--- config.mk ---
export PLATFORM = sky130hd
export DESIGN_NAME = hoist_guard_table
export DESIGN_NICKNAME = d
export VERILOG_FILES = /design/src/rtl/hgt_pkg.sv /design/src/rtl/hgt_overlap.sv /design/src/rtl/hgt_alloc_pick.sv /design/src/rtl/hoist_guard_table.sv
export SDC_FILE = /design/constraint.sdc
export NUM_CORES = 2
export LEC_CHECK = 0
export BUFFER_PORTS_ARGS = -buffer_cell sky130_fd_sc_hd__clkbuf_2
export CAP_MARGIN = 20
export CORE_MARGIN = 2
export CORE_UTILIZATION = 45
export DETAILED_ROUTE_END_ITERATION = 8
export PLACE_DENSITY_LB_ADDON = 0.1
export REMOVE_ABC_BUFFERS = 1
export SLEW_MARGIN = 20
export SYNTH_ARGS = -nofsm -noshare
export SYNTH_HDL_FRONTEND = slang
export SYNTH_HIERARCHICAL = 1
export SYNTH_SLANG_ARGS = --single-unit
--- constraint.sdc ---
create_clock -name clk -period 10.95 [get_ports clk]
set_input_delay 2.19 -clock clk [delete_from_list [all_inputs] [get_ports clk]]
set_output_delay 2.19 -clock clk [all_outputs]
set_load 0.01 [all_outputs]
--- src/rtl/hgt_pkg.sv ---
package hgt_pkg;
  localparam int REG_W_DEF  = 5;
  localparam int ADDR_W_DEF = 32;
  localparam int SZ_W_DEF   = 3;

  typedef enum logic [1:0] {
    RSP_NOOP   = 2'b00,
    RSP_RELOAD = 2'b01,
    RSP_BRANCH = 2'b10
  } rsp_kind_e;
endpackage

--- src/rtl/hgt_overlap.sv ---
// Byte-range overlap between a table entry and a store.
module hgt_overlap #(
  parameter int ADDR_W = 32,
  parameter int SZ_W   = 3
) (
  input  logic [ADDR_W-1:0] a_addr,
  input  logic [SZ_W-1:0]   a_lsz,
  input  logic [ADDR_W-1:0] b_addr,
  input  logic [SZ_W-1:0]   b_lsz,
  output logic              hit
);
  localparam int EW = ADDR_W + 1;

  logic [EW-1:0] a_lo, b_lo, a_end, b_end;

  always_comb begin
    a_lo  = {1'b0, a_addr};
    b_lo  = {1'b0, b_addr};
    a_end = a_lo + (EW'(1) << a_lsz);
    b_end = b_lo + (EW'(1) << b_lsz);
    hit   = (a_lo < b_end) && (b_lo < a_end);
  end
endmodule

--- src/rtl/hgt_alloc_pick.sv ---
// Chooses the entry a hoisted load writes: same tag, else first free,
// else the round-robin victim.
module hgt_alloc_pick #(
  parameter int ENTRIES = 16,
  parameter int IDX_W   = 4
) (
  input  logic               clk,
  input  logic               rst_n,
  input  logic               al_valid,
  input  logic [ENTRIES-1:0] live,
  input  logic [ENTRIES-1:0] tag_hit,
  output logic [IDX_W-1:0]   wr_idx
);
  logic [IDX_W-1:0] rr_q;
  logic [IDX_W-1:0] tag_idx, free_idx;
  logic             tag_any, free_any, use_victim;

  always_comb begin
    tag_idx  = '0;
    tag_any  = 1'b0;
    free_idx = '0;
    free_any = 1'b0;
    for (int i = 0; i < ENTRIES; i++) begin
      if (tag_hit[i] && !tag_any) begin
        tag_idx = IDX_W'(i);
        tag_any = 1'b1;
      end
      if (!live[i] && !free_any) begin
        free_idx = IDX_W'(i);
        free_any = 1'b1;
      end
    end
    if (tag_any)       wr_idx = tag_idx;
    else if (free_any) wr_idx = free_idx;
    else               wr_idx = rr_q;
    use_victim = al_valid && !tag_any && !free_any;
  end

  always_ff @(posedge clk) begin
    if (!rst_n) begin
      rr_q <= '0;
    end else if (use_victim) begin
      rr_q <= (rr_q == IDX_W'(ENTRIES - 1)) ? '0 : rr_q + 1'b1;
    end
  end

  // a register never owns more than one live entry.
  assert_one_entry_per_reg_R7: assert property (@(posedge clk) disable iff (!rst_n)
    $onehot0(tag_hit));

  // a victim is only replaced when every entry is live.
  assert_victim_when_full_R8: assert property (@(posedge clk) disable iff (!rst_n)
    (al_valid && !(|tag_hit) && !(&live)) |=> $stable(rr_q));
endmodule

--- src/rtl/hoist_guard_table.sv ---
module hoist_guard_table
  import hgt_pkg::*;
#(
  parameter int ENTRIES = 16,
  parameter int REG_W   = REG_W_DEF,
  parameter int ADDR_W  = ADDR_W_DEF,
  parameter int SZ_W    = SZ_W_DEF
) (
  input  logic              clk,
  input  logic              rst_n,
  input  logic              al_valid,
  input  logic [REG_W-1:0]  al_reg,
  input  logic [ADDR_W-1:0] al_addr,
  input  logic [SZ_W-1:0]   al_size,
  input  logic              st_valid,
  input  logic [ADDR_W-1:0] st_addr,
  input  logic [SZ_W-1:0]   st_size,
  input  logic              ck_valid,
  input  logic [REG_W-1:0]  ck_reg,
  input  logic [ADDR_W-1:0] ck_addr,
  input  logic              ck_branch,
  output logic              rsp_valid,
  output logic [1:0]        rsp_kind,
  output logic [REG_W-1:0]  rsp_reg,
  output logic [ADDR_W-1:0] rsp_addr
);
  localparam int IDX_W = (ENTRIES > 1) ? $clog2(ENTRIES) : 1;

  logic [ENTRIES-1:0] vld_q, ovl, kill, vld_mid, al_tag_hit, ck_tag_hit;
  logic [REG_W-1:0]   tag_q  [ENTRIES];
  logic [ADDR_W-1:0]  addr_q [ENTRIES];
  logic [SZ_W-1:0]    lsz_q  [ENTRIES];
  logic [IDX_W-1:0]   wr_idx;
  logic               ck_found;
  rsp_kind_e          kind_d;

  // Store invalidation comes first; check and allocation see its result.
  for (genvar e = 0; e < ENTRIES; e++) begin : g_entry
    hgt_overlap #(.ADDR_W(ADDR_W), .SZ_W(SZ_W)) u_ovl (
      .a_addr (addr_q[e]),
      .a_lsz  (lsz_q[e]),
      .b_addr (st_addr),
      .b_lsz  (st_size),
      .hit    (ovl[e])
    );
    assign kill[e]       = st_valid && vld_q[e] && ovl[e];
    assign vld_mid[e]    = vld_q[e] && !kill[e];
    assign al_tag_hit[e] = vld_mid[e] && (tag_q[e] == al_reg);
    assign ck_tag_hit[e] = vld_mid[e] && (tag_q[e] == ck_reg);
  end

  hgt_alloc_pick #(.ENTRIES(ENTRIES), .IDX_W(IDX_W)) u_pick (
    .clk      (clk),
    .rst_n    (rst_n),
    .al_valid (al_valid),
    .live     (vld_mid),
    .tag_hit  (al_tag_hit),
    .wr_idx   (wr_idx)
  );

  always_ff @(posedge clk) begin
    if (!rst_n) begin
      vld_q <= '0;
    end else begin
      vld_q <= vld_mid;
      if (al_valid) vld_q[wr_idx] <= 1'b1;
    end
  end

  always_ff @(posedge clk) begin
    if (al_valid) begin
      tag_q[wr_idx]  <= al_reg;
      addr_q[wr_idx] <= al_addr;
      lsz_q[wr_idx]  <= al_size;
    end
  end

  // Check lookup and registered response.
  always_comb begin
    ck_found = |ck_tag_hit;
    if (ck_found)       kind_d = RSP_NOOP;
    else if (ck_branch) kind_d = RSP_BRANCH;
    else                kind_d = RSP_RELOAD;
  end

  always_ff @(posedge clk) begin
    if (!rst_n) begin
      rsp_valid <= 1'b0;
      rsp_kind  <= RSP_NOOP;
      rsp_reg   <= '0;
      rsp_addr  <= '0;
    end else begin
      rsp_valid <= ck_valid;
      if (ck_valid) begin
        rsp_kind <= kind_d;
        rsp_reg  <= ck_reg;
        rsp_addr <= (kind_d == RSP_RELOAD) ? ck_addr : '0;
      end
    end
  end

  // Assertion support: remember the last allocation.
  logic             al_pend_q;
  logic [REG_W-1:0] al_reg_q;
  logic             landed;

  always_ff @(posedge clk) begin
    if (!rst_n) begin
      al_pend_q <= 1'b0;
      al_reg_q  <= '0;
    end else begin
      al_pend_q <= al_valid;
      al_reg_q  <= al_reg;
    end
  end

  always_comb begin
    landed = 1'b0;
    for (int i = 0; i < ENTRIES; i++)
      if (vld_q[i] && tag_q[i] == al_reg_q) landed = 1'b1;
  end

  assert_rsp_follows_check_R2: assert property (@(posedge clk) disable iff (!rst_n)
    ck_valid |=> (rsp_valid && rsp_reg == $past(ck_reg)));

  assert_no_spurious_rsp_R2: assert property (@(posedge clk) disable iff (!rst_n)
    !ck_valid |=> !rsp_valid);

  // a new entry is live after its write, even beside a store.
  assert_alloc_lands_R10: assert property (@(posedge clk) disable iff (!rst_n)
    al_pend_q |-> landed);

  assert_store_kills_R4: assert property (@(posedge clk) disable iff (!rst_n)
    (st_valid && (|kill) && !al_valid) |=> ($countones(vld_q) < $past($countones(vld_q))));

  assert_kind_legal_R6: assert property (@(posedge clk) disable iff (!rst_n)
    rsp_valid |-> (rsp_kind != 2'b11));

  assert_branch_addr_zero_R6: assert property (@(posedge clk) disable iff (!rst_n)
    (rsp_valid && rsp_kind == 2'b10) |-> (rsp_addr == '0));
endmodule

==> flow_summary_export.csv <==
group,metric,value,unit
global_route,grt_pass1_vias,59487,
synthesis,avgSynthCellArea,9.62,µm²
worst_setup_path,startpoint_type,"primary input",
placement,port_buffers,157,
floorplan,start_util,0.453,
placement,gp_congestion,0.920,
clocking,clockBufferDepth,3,
floorplan,die_h,404,µm
route,route.detailed.drc,0,
sta,maxSlewViolCount,0,
synthesis,ys_warn_count,6,
cells_and_area,utilization,0.508,
worst_setup_path,rr_worst_depth,27,
sta,maxSlewHeadroom,0.221,
synthesis,yosysMostFrequentCell,"ha_1",
worst_setup_path,crit_arrival,10.27,ns
worst_setup_path,rr_startpoint,"lsz_q[5][1]$_DFFE_PP_",
worst_setup_path,required,11.34,ns
power_and_ir_drop,p_leak,31.9,nW
global_route,grtUsageMet3,0.0379,
synthesis,synthCells,7465,
route,finalWirelength,253,mm
cells_and_area,syn_to_final_growth,11.9,%
synthesis,synth_top_area_frac,0.268,
route,drt_iter0_drc,5921,
power_and_ir_drop,seqPwrFrac,0.376,
power_and_ir_drop,swShare,0.293,
synthesis,synth_seq_cells,700,
global_route,grtUsageTotal,0.304,
sta,clock_skew,0.0409,ns
flow_run,maxCapViolations,0,
global_route,antenna_found_initial,36,
floorplan,die-area,163000,µm²
synthesis,yosys-top-cells-count,"ha_1 (1249), xor2_1 (655), edfxtp_1 (640), nand2_1 (615), a21oi_1 (487)",
worst_hold_path,hold_depth,2,
clocking,post_cts_resized,0,
clocking,clk_pin_slew_worst_paths,0.06,ns
sta,rsz0062_at_grt,"false",
sta,holdWs,0.451,ns
sta,fmax,0.101,GHz
outcome,status,"completed",
synthesis,synthArstFlopShare,0,
worst_setup_path,path_buf_inv,2,
worst_setup_path,critPathKind,"primary input to register",
clocking,cts_buffers,93,
synthesis,synth_cell_type_count,92,
floorplan,rows,146,
cells_and_area,instances_no_fill,10009,
placement,dp.cells,9819,
global_route,grt_pass1_wl,373,mm
placement,hpwl,176,mm
floorplan,io_pins,158,
cells_and_area,largest_register,"addr_q",
cells_and_area,nets,9242,
worst_hold_path,min-delay-start,"rsp_addr[29]$_SDFFE_PN0P_",
clocking,cts.sinks,700,
synthesis,syn_area,71800,µm²
worst_setup_path,critPathCaptureType,"register",
worst_hold_path,hold_path_class,"register to register",
sta,tightest_slew,1.17,ns
global_route,grt-ovfl-total,0,
global_route,grt_max_degree,52,
clocking,root_buffer,"clkbuf_16",
global_route,grtUsageMet2,0.478,
placement,pre_cts_ws,0.452,ns
sta,period_share,0.902,
clocking,clock_latency,0.75,ns
power_and_ir_drop,intPower,5.62,mW
sta,setup_viol,0,
cells_and_area,top_regs,"addr_q (512), tag_q (80), lsz_q (48)",
worst_setup_path,ff2ff_setup_slack,2.33,ns
worst_hold_path,hold_end,"rsp_addr[29]$_SDFFE_PN0P_",
sta,finalCriticalPeriod,9.88,ns
route,dr.pass1.iters,6,
floorplan,coreArea,158000,µm²
sta,hold_viol_final,0,
route,vias,61900,
worst_setup_path,crit_slowest_cell,"o41ai_1",
power_and_ir_drop,power.density,98.9,nW/µm²
synthesis,yosys-top-cells-area,"edfxtp_1 (27%), ha_1 (22%), xor2_1 (8.0%)",
synthesis,yosysTopAreaCell,"edfxtp_1",
synthesis,synth-edff-count,640,
clocking,cts_hold_buf,0,
worst_setup_path,r2r-end,"lsz_q[0][2]$_DFFE_PP_",
global_route,busiest_layer,"met2",
route,wire_per_inst,25.3,µm
power_and_ir_drop,comb_power_share,0.192,
clocking,cts_setup_buffers,0,
worst_setup_path,critical-path-max-stage-delay,0.61,ns
cells_and_area,layout-drive-gt1-share,0.0978,
global_route,met1_usage,0.424,
sta,setup_ws,1.07,ns
power_and_ir_drop,clock_power_share,0.432,
worst_setup_path,cp_top_family,"simple AND/OR/NAND/NOR gates",
floorplan,die_w,404,µm
route,antenna_left,0,
power_and_ir_drop,power,7.95,mW
cells_and_area,largest_register_ff_count,512,
synthesis,yosysSeqAreaShare,0.284,
route,viasPerCell,6.18,
synthesis,synthFlopType,"edfxtp_1",
clocking,cts_htree_levels,3,
worst_setup_path,cp_max_fo,51,
power_and_ir_drop,p_switching,2.33,mW
clocking,cts_tree,"built",
power_and_ir_drop,ir_drop,0.127,mV
[per-layer routing]
metal / wire (µm) / vias to the layer above
li1: - / 29052
met1: 111000 / 29957
met2: 111000 / 2454
met3: 21100 / 437
met4: 10500 / 0
met5: 0 / -
[per-stage QoR]
stage / area, µm² / setup TNS [ns]
6_report: 80400 / 0
5_1_grt: 80300 / 0
4_1_cts: 80300 / 0
3_5_place_dp: 76900 / 0
3_3_place_gp: 76900 / 0
2_1_floorplan: 71200 / -20.23
[worst max path at each step]
stage / from / endpoint / slack, ns / depth (start not counted)
3_3_place_gp: st_size[1] / addr_q[0][2]$_DFFE_PP_ / 0.49 / 28
6_report: st_size[1] / lsz_q[0][2]$_DFFE_PP_ / 1.07 / 28
3_5_place_dp: st_size[1] / addr_q[0][2]$_DFFE_PP_ / 0.45 / 28
2_1_floorplan: st_size[1] / addr_q[0][0]$_DFFE_PP_ / -0.30 / 27
4_1_cts: st_size[1] / lsz_q[0][2]$_DFFE_PP_ / 1.19 / 28
5_1_grt: st_size[1] / addr_q[7][14]$_DFFE_PP_ / 0.72 / 30
[layout make-up]
class	instances	area, µm²
diodes	16	40.0
clock buffers	118	2600
clock inverters	55	802
fillers	14543	78000
inverters	163	612
multi-input cells	6506	50300
flip-flops and latches	700	20400
well taps	2072	2590
repair buffers	379	2980
[cell families (layout without fill, tap and decap cells)]
kind of cell | count (synthesis) | after routing | share of synthesized area
AO/OA/AOI/OAI | 1413 | 1413 | 0.127
XOR/XNOR | 1118 | 1118 | 0.136
adder cells (fa/ha/maj) | 1281 | 1281 | 0.226
buffers and inverters | 259 | 715 | 0.0166
flip-flops | 700 | 700 | 0.284
multiplexers | 5 | 5 | 0.000697
other | 0 | 16 | 0
AND/OR/NAND/NOR | 2689 | 2689 | 0.208
[worst register-to-register path, stage by stage, from the launching register on]
cell	delay (ns)
edfxtp_1	0.44
nor3_1	0.10
ha_1	0.22
fa_1	0.44
a211oi_1	0.37
o211ai_1	0.16
a31oi_1	0.39
nand2b_1	0.45
nor3_1	0.12
xnor2_1	0.19
ha_1	0.27
a21oi_1	0.17
o221a_2	0.20
o21ai_0	0.18
a2111oi_0	0.74
o211ai_1	0.35
a32oi_2	0.30
a21boi_1	0.19
nand4_1	0.15
nor3_1	0.06
buf_4	0.16
or4_4	0.52
nor4_4	0.49
o2111ai_1	0.19
and3b_1	0.27
or3b_2	0.59
nor3_2	0.24
buf_12	0.26
[layout by cell type, fill, tap and decap left out, drive strengths merged, types with 49 or more instances in the layout]
master,netlist,layout
nand4,322,322
nand2,621,621
a21o,169,169
dfxtp,60,60
nor3,211,211
nor3b,124,124
o31ai,73,73
o21a,63,63
xnor2,463,463
xor2,655,655
nand2b,51,51
edfxtp,640,640
ha,1249,1249
nor4,57,57
o21ai,245,245
and3,194,194
nor2,435,435
clkbuf,44,247
nand3,344,344
a21oi,487,487
o21bai,59,59
inv,163,166
and4,128,128
a211oi,67,67
buf,52,250
and3b,49,49
[power groups by stage]
stage | registers, mW | clock network [mW] | logic (mW)
after detailed placement | 3.05 | 0 | 1.49
after global placement | 3.05 | 0 | 1.46
final | 2.99 | 3.44 | 1.52
after global routing | 3.00 | 3.58 | 1.67
after floorplan | 3.04 | 0 | 0.787
after CTS | 2.99 | 3.49 | 1.50
(Power assumes the default switching activity.)
